==> src/rtl/fbc_pkg.sv <==
package fbc_pkg;

    localparam int COORD_W = 4;
    localparam int IMG_DIM = 1 << COORD_W;
    localparam int IDX_W   = 2 * COORD_W;
    localparam int PIX_N   = IMG_DIM * IMG_DIM;
    localparam int CTR     = IMG_DIM / 2;
    localparam int ADDR_W  = 16;
    localparam int RAD_W   = 3;
    localparam int SQ_W    = 2 * COORD_W;

    typedef enum logic [1:0] {
        SHP_SQUARE   = 2'd0,
        SHP_CIRCLE   = 2'd1,
        SHP_TRIANGLE = 2'd2,
        SHP_BLANK    = 2'd3
    } shape_e;

    typedef enum logic {
        PK_WRITE = 1'b0,
        PK_SYNC  = 1'b1
    } pkt_kind_e;

    typedef struct packed {
        logic [COORD_W-1:0] y;
        logic [COORD_W-1:0] x;
    } pix_pos_t;

    // distance of one coordinate from the image centre
    function automatic logic [COORD_W-1:0] ctr_dist(input logic [COORD_W-1:0] c);
        if (c >= COORD_W'(CTR)) return c - COORD_W'(CTR);
        else                    return COORD_W'(CTR) - c;
    endfunction

    // expected pixel value for a disc of radius r
    function automatic logic inside_disc(input pix_pos_t p, input logic [RAD_W-1:0] r);
        logic [SQ_W-1:0] ax, ay, rr;
        logic [SQ_W:0]   d2;
        ax = SQ_W'(ctr_dist(p.x));
        ay = SQ_W'(ctr_dist(p.y));
        rr = SQ_W'(r);
        d2 = (SQ_W+1)'(ax * ax) + (SQ_W+1)'(ay * ay);
        return d2 < (SQ_W+1)'(rr * rr);
    endfunction

endpackage

==> src/rtl/fbc_scan.sv <==
module fbc_scan
    import fbc_pkg::*;
(
    input  logic             clk,
    input  logic             rst,
    input  logic             start,
    input  logic [RAD_W-1:0] radius,
    input  logic             pix_bit,
    output pix_pos_t         rd_pos,
    output logic             busy,
    output logic             done,
    output logic             pass,
    output pix_pos_t         bad_pos
);

    localparam int CNT_W = IDX_W;
    localparam logic [CNT_W-1:0] LAST = CNT_W'(PIX_N - 1);

    typedef enum logic {ST_IDLE, ST_SCAN} st_e;

    st_e              state;
    logic [CNT_W-1:0] cnt;
    logic [RAD_W-1:0] radius_q;
    logic             miss_q;
    logic             mismatch;

    assign rd_pos   = pix_pos_t'(cnt);
    assign busy     = (state == ST_SCAN);
    assign mismatch = pix_bit != inside_disc(rd_pos, radius_q);

    always_ff @(posedge clk) begin
        if (rst) begin
            state    <= ST_IDLE;
            cnt      <= '0;
            radius_q <= '0;
            miss_q   <= 1'b0;
            done     <= 1'b0;
            pass     <= 1'b0;
            bad_pos  <= '0;
        end else begin
            done <= 1'b0;
            case (state)
                ST_IDLE: begin
                    if (start) begin
                        state    <= ST_SCAN;
                        cnt      <= '0;
                        radius_q <= radius;
                        miss_q   <= 1'b0;
                        bad_pos  <= '0;
                    end
                end
                ST_SCAN: begin
                    if (mismatch && !miss_q) begin
                        miss_q  <= 1'b1;
                        bad_pos <= rd_pos;
                    end
                    cnt <= cnt + 1'b1;
                    if (cnt == LAST) begin
                        state <= ST_IDLE;
                        done  <= 1'b1;
                        pass  <= !(miss_q || mismatch);
                    end
                end
                default: state <= ST_IDLE;
            endcase
        end
    end

    // a start is followed by busy
    p_start_busy_r6: assert property (@(posedge clk) disable iff (rst)
        (start && !busy) |=> busy);
    // busy falls only together with done
    p_fall_done_r7: assert property (@(posedge clk) disable iff (rst)
        $fell(busy) |-> done);
    // done is a single pulse outside the scan
    p_done_pulse_r7: assert property (@(posedge clk) disable iff (rst)
        done |-> (!busy ##1 !done));
    // the radius in use stays fixed while scanning
    p_radius_hold_r10: assert property (@(posedge clk) disable iff (rst)
        (busy && $past(busy)) |-> $stable(radius_q));

endmodule

==> config.mk <==
export PLATFORM = sky130hd
export DESIGN_NAME = fbc_scan
export DESIGN_NICKNAME = d
export VERILOG_FILES = /design/src/rtl/fbc_pkg.sv /design/src/rtl/fbc_scan.sv
export SDC_FILE = /design/constraint.sdc
export NUM_CORES = 1
export LEC_CHECK = 0
export ABC_CLOCK_PERIOD_IN_PS = 12400
export BUFFER_PORTS_ARGS = -buffer_cell sky130_fd_sc_hd__buf_2
export CAP_MARGIN = 20
export CORE_UTILIZATION = 60
export DETAILED_ROUTE_END_ITERATION = 7
export PLACE_DENSITY = 0.94
export SLEW_MARGIN = 20
export SYNTH_ARGS = -nofsm -noshare
export SYNTH_HDL_FRONTEND = slang
export SYNTH_SLANG_ARGS = --single-unit
export TNS_END_PERCENT = 20
==> constraint.sdc <==
create_clock -name clk -period 12.4 [get_ports clk]
set_input_delay 2.48 -clock clk [delete_from_list [all_inputs] [get_ports clk]]
set_output_delay 2.48 -clock clk [all_outputs]
set_load 0.05 [all_outputs]
==> results of run 1 <==
-- per-stage QoR --
step,hold slack [ns],cells
finish,0.461,297
floorplan,0.431,228
global route,0.487,297
CTS,0.463,297
global placement,0.441,293
detailed placement,0.445,293
-- worst max-delay path by stage --
stage	from	endpoint	slack, ns	cells after the start
6_report	rd_pos[0]	bad_pos[6]	6.26	21
5_1_grt	rd_pos[0]	bad_pos[6]	5.89	21
4_1_cts	rd_pos[0]	bad_pos[5]	6.29	21
3_5_place_dp	rd_pos[0]	bad_pos[1]	6.31	21
3_3_place_gp	rd_pos[0]	bad_pos[1]	6.49	21
2_1_floorplan	rd_pos[0]	bad_pos[4]	6.21	22
-- cells in the mapped netlist (2+ instances only) --
master,instances,share of area (%)
inv_1,40,7.8
nor2_1,29,5.6
ha_1,27,18
dfxtp_1,23,24
nand2_1,19,3.7
fa_1,11,11
a21oi_1,9,2.3
o22ai_1,8,2.6
xnor2_1,7,3.2
and2_1,5,1.6
mux2i_1,4,2.1
clkbuf_1,3,0.58
nand2b_1,3,0.97
a21o_1,2,0.78
nand3_1,2,0.52
nand4_1,2,0.65
nor4_1,2,0.65
o21a_1,2,0.78
o21ai_0,2,0.52
-- power by group through the flow --
stage               Clock (W)  Sequential, W  Combinational, W
floorplan                   0      0.0000806         0.0000544
global placement            0      0.0000790         0.0000668
detailed placement          0      0.0000792         0.0000704
CTS                 0.0000341      0.0000775         0.0000707
global route        0.0000373      0.0000778         0.0000815
finish              0.0000342      0.0000776         0.0000710
-- flip-flops by register name, summed over array words and instances (netlist names) --
name / cells
bad_pos: 8
done: 1
rd_pos: 8
busy: 1
pass: 1
miss_q: 1
radius_q: 3
-- layer usage --
layer / track usage [%] / vias to the layer above / wire [um]
li1: - / 792 / -
met1: 32.6 / 752 / 1740
met2: 46.5 / 41 / 2020
met3: 4.62 / 6 / 169
met4: 3.40 / 0 / 22
met5: 0 / - / 0
-- logic make-up (layout without fill, tap and decap cells) --
logic type,Yosys count,count (layout),synth area share [%]
compound gates,36,36,14.4
xor+xnor,8,8,3.63
fa+ha+maj,38,38,28.9
buf+inv,44,69,8.95
flops,23,23,23.9
mux,5,5,2.66
other cells,1,4,0.194
simple gates,70,70,17.4
-- layout make-up --
cell class | count | area (um2)
Timing Repair Buffer | 25 | 125
Multi-Input combinational cell | 161 | 1310
Tap cell | 44 | 55.1
Inverter | 40 | 150
Fill cell | 244 | 928
Clock buffer | 4 | 26.3
Sequential cell | 23 | 460
-- worst max-delay path: cells and delay by family (launching register included) --
family | cells | cell delay [ns]
adders and majority gates | 8 | 3.24
AOI/OAI and AO/OA | 6 | 1.53
DFF | 1 | 0.47
and+or+nand+nor | 2 | 0.29
buffers and inverters | 4 | 0.28
xor gates and xnor gates | 1 | 0.18
==> results.md, run 1 <==
* Status: finished clean
* Cells on worst reg2reg path at 21
* # Max-Cap Violations at 0
* Seq/Total Area, Yosys at between 20% and 30%
* Number of global-route vias before repair at roughly 1500
* Crit path largest cell delay at ~0.54 ns
* Setup Viol. Count Final at 0
* Via count at between 1500 and 2000
* CTS Root Cell: clkbuf_4
* Hold Crit Depth at 2
* Placed instance area at 2100 um2
* Clk_lat worst skew at just over 0.3 ns
* Hold Fails Final Rpt at 0
* Pins over their slew limit at 0
* Worst path slowest cell: fa_1
* GRT Overall Usage at 25.6%
* Area grow syn2layout at 10.1%
* Clk_skew at 0.00678 ns
* Most frequent cells in the layout: inv_1, nor2_1, ha_1
* CTS max path bufs at 2
* GRT Residual Overflow at 0
* Diode count at 0
* Initial Utilization at between 60% and 70%
* Achievable Freq at 163 MHz
* Die area at 3450 um2
* CTS H-tree lvls at 1
* Post-CTS Setup Inserts at 0
* Internal cell power at 0.000117 W
* # IOs at 26
* CTS buffer count at 3
* 1st-iter DRT viols at 66
* CTS clock-pin slew for the worst setup and hold paths at 0.12 ns
* Dpl ws at 6.31 ns
* Yosys warning count at 0
* Pwr Total at 0.000183 W
* Crit. End Element: register
* Distinct cell type count after synthesis at 44
* Critical path class: reg2reg
* Hold_sp: pass
* Final HPWL DP at between 3 and 4 mm
* # DRC at 0
* Reg2reg start: rd_pos[0]
* Hold EP: pass
* Switching share of total power at roughly 36%
* Clock share of power at 18.7%
* Maximum fanout along the worst path at 8
* Commonest non-fill, non-tap cell in the layout: inv_1
* Clk sink count at 23
* Largest net degree at the start of global routing at 15
* Detailed Route WL at between 3 and 4 mm
* Worst R2R End: bad_pos[6]
* Drt first pass iters at 4
* First-pass GRT wire length at 6.71 mm
* Syn Area/Cell at 8.57 um2
* Cells after synthesis at 225
* Post-DRT Antenna Nets at 0
* Via/cell ratio at 5.36
* Comb power frac at 38.8%
* Row count at 20
* Die Wd at 58.7 um
* Post-CTS sizing at 0
* Routed wire per std cell at around 13 um
* Max_slew headroom at 51.5%
* Synth Flop Type: dfxtp_1
* Cell chain of the critical path: inv_1 > ha_1 > nor2_1 > xnor2_1 > nand2_1 > fa_1 > fa_1 > inv_1 > fa_1 > inv_1 > fa_1 > inv_1 > ha_1 > fa_1 > ha_1 > a211o_1 > a21oi_1 > o221ai_2 > o21a_1 > a2111oi_4 > o22ai_1
* Core footprint at 3050 um2
* Seq pwr share at 42.4%
* Share of cells above drive strength 1 at 15.0%
* Crit path launch type: register
* Post-synthesis cell area at 1930 um2
* CTS tree: built
* EDFF count, synth at 0
* I/O Buffers at 25
* Critical Path AT at 6.32 ns
* Minimum clock period at around 6.1 ns
* Worst vdd ir at 78.4 uV
* Layout Cell Area excl Fill at 2120 um2
* Worst-margin pin slew at 0.721 ns
* Nets at ~300
* Yosys reg bits at 23
* Ys async rst share at 0%
* Gp weighted congestion at 0.859
* Setup TNS at 0 ns
* Initial antenna violation count at 0
* Post-layout util at 69.6%
* Sw Pwr at 0.0000657 W
* Final worst setup slack at 6.26 ns
* # hold bufs at CTS at 0
* Critical path required time at 12.58 ns
* Power Dens Cells at 86.0 nW/um2
* Lkg Pwr at around 1.1 nW
* Cell mode on critical path: fa_1
* Period utilization at 49.5%
* Flop2flop setup slack at 6.26 ns
* Unrepaired setup endpoints after global routing: false
* Die height at 58.7 um
* HP Class: reg2reg
No activity file was read; power rests on OpenSTA's default activity.
==> run 2: changes to the inputs <==
--- a/config.mk
+++ b/config.mk
@@ -5,12 +5,12 @@
 export SDC_FILE = /design/constraint.sdc
 export NUM_CORES = 1
 export LEC_CHECK = 0
-export ABC_CLOCK_PERIOD_IN_PS = 12400
+export ABC_CLOCK_PERIOD_IN_PS = 5030
 export BUFFER_PORTS_ARGS = -buffer_cell sky130_fd_sc_hd__buf_2
 export CAP_MARGIN = 20
-export CORE_UTILIZATION = 60
+export CORE_UTILIZATION = 52
 export DETAILED_ROUTE_END_ITERATION = 7
-export PLACE_DENSITY = 0.94
+export PLACE_DENSITY = 0.87
 export SLEW_MARGIN = 20
 export SYNTH_ARGS = -nofsm -noshare
 export SYNTH_HDL_FRONTEND = slang
==> constraint.sdc (replaced) <==
create_clock -name clk -period 5.03 [get_ports clk]
set_input_delay 1.006 -clock clk [delete_from_list [all_inputs] [get_ports clk]]
set_output_delay 1.006 -clock clk [all_outputs]
set_load 0.05 [all_outputs]
==> run 2 against run 1 <==
The flow now finishes with violations (negative setup slack). Routed wire length up 51%. Clock skew up 0.0035 ns. Total power rose to 3.1 times the previous value. Critical path type unchanged. Critical path depth up 2. Die area up 15%. Highest routed layer unchanged.
==> results.md, run 2 (synthesis results as in run 1) <==
* CTS tree: built
* Critical Path AT at between 5 and 6 ns
* Sw Pwr at 0.000203 W
* Status: finished, violations left
* Cells on worst reg2reg path at 23
* Drt first pass iters at 5
* Commonest non-fill, non-tap cell in the layout: buf_4
* Post-Place Cells at 328
* Nets at about 340
* Unrepaired setup endpoints after global routing: true
* Hold Fails Final Rpt at 0
* Clk sink count at 23
* Pins over their slew limit at 0
* Non-Filler Instances at approximately 340
* Worst vdd ir at 255 uV
* Row count at 21
* Via count at just under 2000
* GRT Overall Usage at a little under a third
* Flop2flop setup slack at -0.50 ns
* HP Class: reg2reg
* Area grow syn2layout at 37.4%
* Violated checks: negative setup slack
* CTS max path bufs at 2
* Die area at about 4000 um2
* Setup Viol. Count Final at 10
* CTS H-tree lvls at 1
* CTS buffer count at 3
* Via/cell ratio at 5.73
* Achievable Freq at 181 MHz
* GRT Residual Overflow at 0
* Lkg Pwr at around 1.3 nW
* Initial Utilization at 56.1%
* Comb power frac at between 40% and 50%
* Number of global-route vias before repair at 1986
* 1st-iter DRT viols at 136
* Crit path launch type: register
* # IOs at 26
* Post-DRT Antenna Nets at 0
* Max_slew headroom at 52.6%
* Placed instance area at 2420 um2
* Internal cell power at 0.000358 W
* Clk_lat worst skew at 0.28 ns
* Maximum fanout along the worst path at 8
* Power Dens Cells at 212 nW/um2
* Seq pwr share at 33.7%
* # DRC at 0
* Layout Cell Area excl Fill at 2650 um2
* First-pass GRT wire length at 9.23 mm
* Initial antenna violation count at 0
* Largest net degree at the start of global routing at 16
* Worst-margin pin slew at 0.711 ns
* Final worst setup slack at -0.503 ns
* Die Wd at 62.9 um
* Fillers at 198
* Detailed Route WL at 5.96 mm
* Switching share of total power at 36.2%
* CTS Root Cell: clkbuf_8
* Hold EP: pass
* Reg2reg start: rd_pos[0]
* CTS clock-pin slew for the worst setup and hold paths at 0.09 ns
* Clock share of power at 21.7%
* Hold_sp: pass
* Final HPWL DP at 3.61 mm
* Critical path required time at 5.20 ns
* Clk_skew at 0.0103 ns
* Worst R2R End: bad_pos[4]
* Critical path class: reg2reg
* Diode count at 0
* Minimum clock period at 5.53 ns
* I/O Buffers at 25
* Period utilization at 110%
* Gp weighted congestion at 0.820
* Die height at 62.9 um
* Hold Crit Depth at 2
* Share of cells above drive strength 1 at 40.1%
* Routed wire per std cell at 17.4 um
* Core footprint at between 3000 and 4000 um2
* Most frequent cells in the layout: buf_4, inv_1, nor2_1
* # Max-Cap Violations at 0
* Crit. End Element: register
-- run 2: worst max-delay path by stage --
stage,startpoint,to,slack [ns],cells past startpoint
finish,rd_pos[0],bad_pos[4],-0.50,23
global route,rd_pos[1],bad_pos[0],-0.65,23
CTS,rd_pos[0],bad_pos[0],-0.55,21
detailed placement,rd_pos[0],bad_pos[4],-0.65,21
global placement,rd_pos[0],bad_pos[7],-0.53,21
floorplan,rd_pos[4],bad_pos[5],-0.38,23
-- run 2: cell type report --
cell class	instances	area (um2)	area share [%]
Multi-Input combinational cell	162	1460	54.9
Sequential cell	23	480	18.1
Timing Repair Buffer	68	452	17.0
Tap cell	46	57.6	2.17
Clock buffer	3	41.3	1.56
Clock inverter	1	5.00	0.189
Inverter	40	160	6.04
-- run 2: through the flow --
step / setup WS, ns / TNS (ns) / util (%) / power, W / hold WS, ns
after floorplan: -0.381 / -3.33 / - / 0.000336 / 0.431
after global routing: -0.651 / -6.06 / 77.0 / 0.000594 / 0.479
after global placement: -0.534 / -4.97 / 70.3 / 0.000388 / 0.439
after detailed placement: -0.652 / -6.06 / 70.3 / 0.000401 / 0.451
after CTS: -0.552 / -4.49 / 75.8 / 0.000533 / 0.466
final: -0.503 / -4.53 / 77.0 / 0.000561 / 0.463
-- run 2: power groups by stage --
stage | Combinational, W | Clock [W] | Sequential [W]
after floorplan | 0.000139 | 0 | 0.000198
after global placement | 0.000195 | 0 | 0.000193
after detailed placement | 0.000208 | 0 | 0.000193
after CTS | 0.000227 | 0.000117 | 0.000189
after global routing | 0.000277 | 0.000127 | 0.000190
final | 0.000250 | 0.000122 | 0.000189
-- run 2: metal layers --
| layer | global-route usage [%] | up-vias | wire, um |
|---|---|---|---|
| met3 | 5.29 | 54 | 423 |
| li1 | - | 883 | - |
| met5 | 0 | - | 0 |
| met4 | 18.0 | 0 | 350 |
| met1 | 31.3 | 903 | 2220 |
| met2 | 56.7 | 127 | 2960 |
-- run 2: what timing repair did --
item                       in CTS  in global routing
pin swaps                      18                  2
setup buffers                  10                  1
gates resized for setup        13                  8
hold buffers                    0                  0
cloned                          1                  0
setup endpoints to repair      10                 10
-- run 2: worst max-delay path: stages (launching register included) --
cell and delay, ns:
dfxtp_4 0.36, inv_4 0.04, ha_4 0.27, mux2i_2 0.08, inv_2 0.08, nand2_2 0.06
fa_1 0.46, fa_1 0.50, inv_1 0.05, fa_1 0.49, inv_2 0.04, fa_1 0.48
inv_2 0.05, ha_4 0.15, fa_2 0.56, ha_4 0.21, a211o_1 0.29, a21oi_2 0.11
o221ai_2 0.13, buf_4 0.17, o21a_1 0.20, a2111oi_4 0.36, buf_6 0.19, o22ai_2 0.09
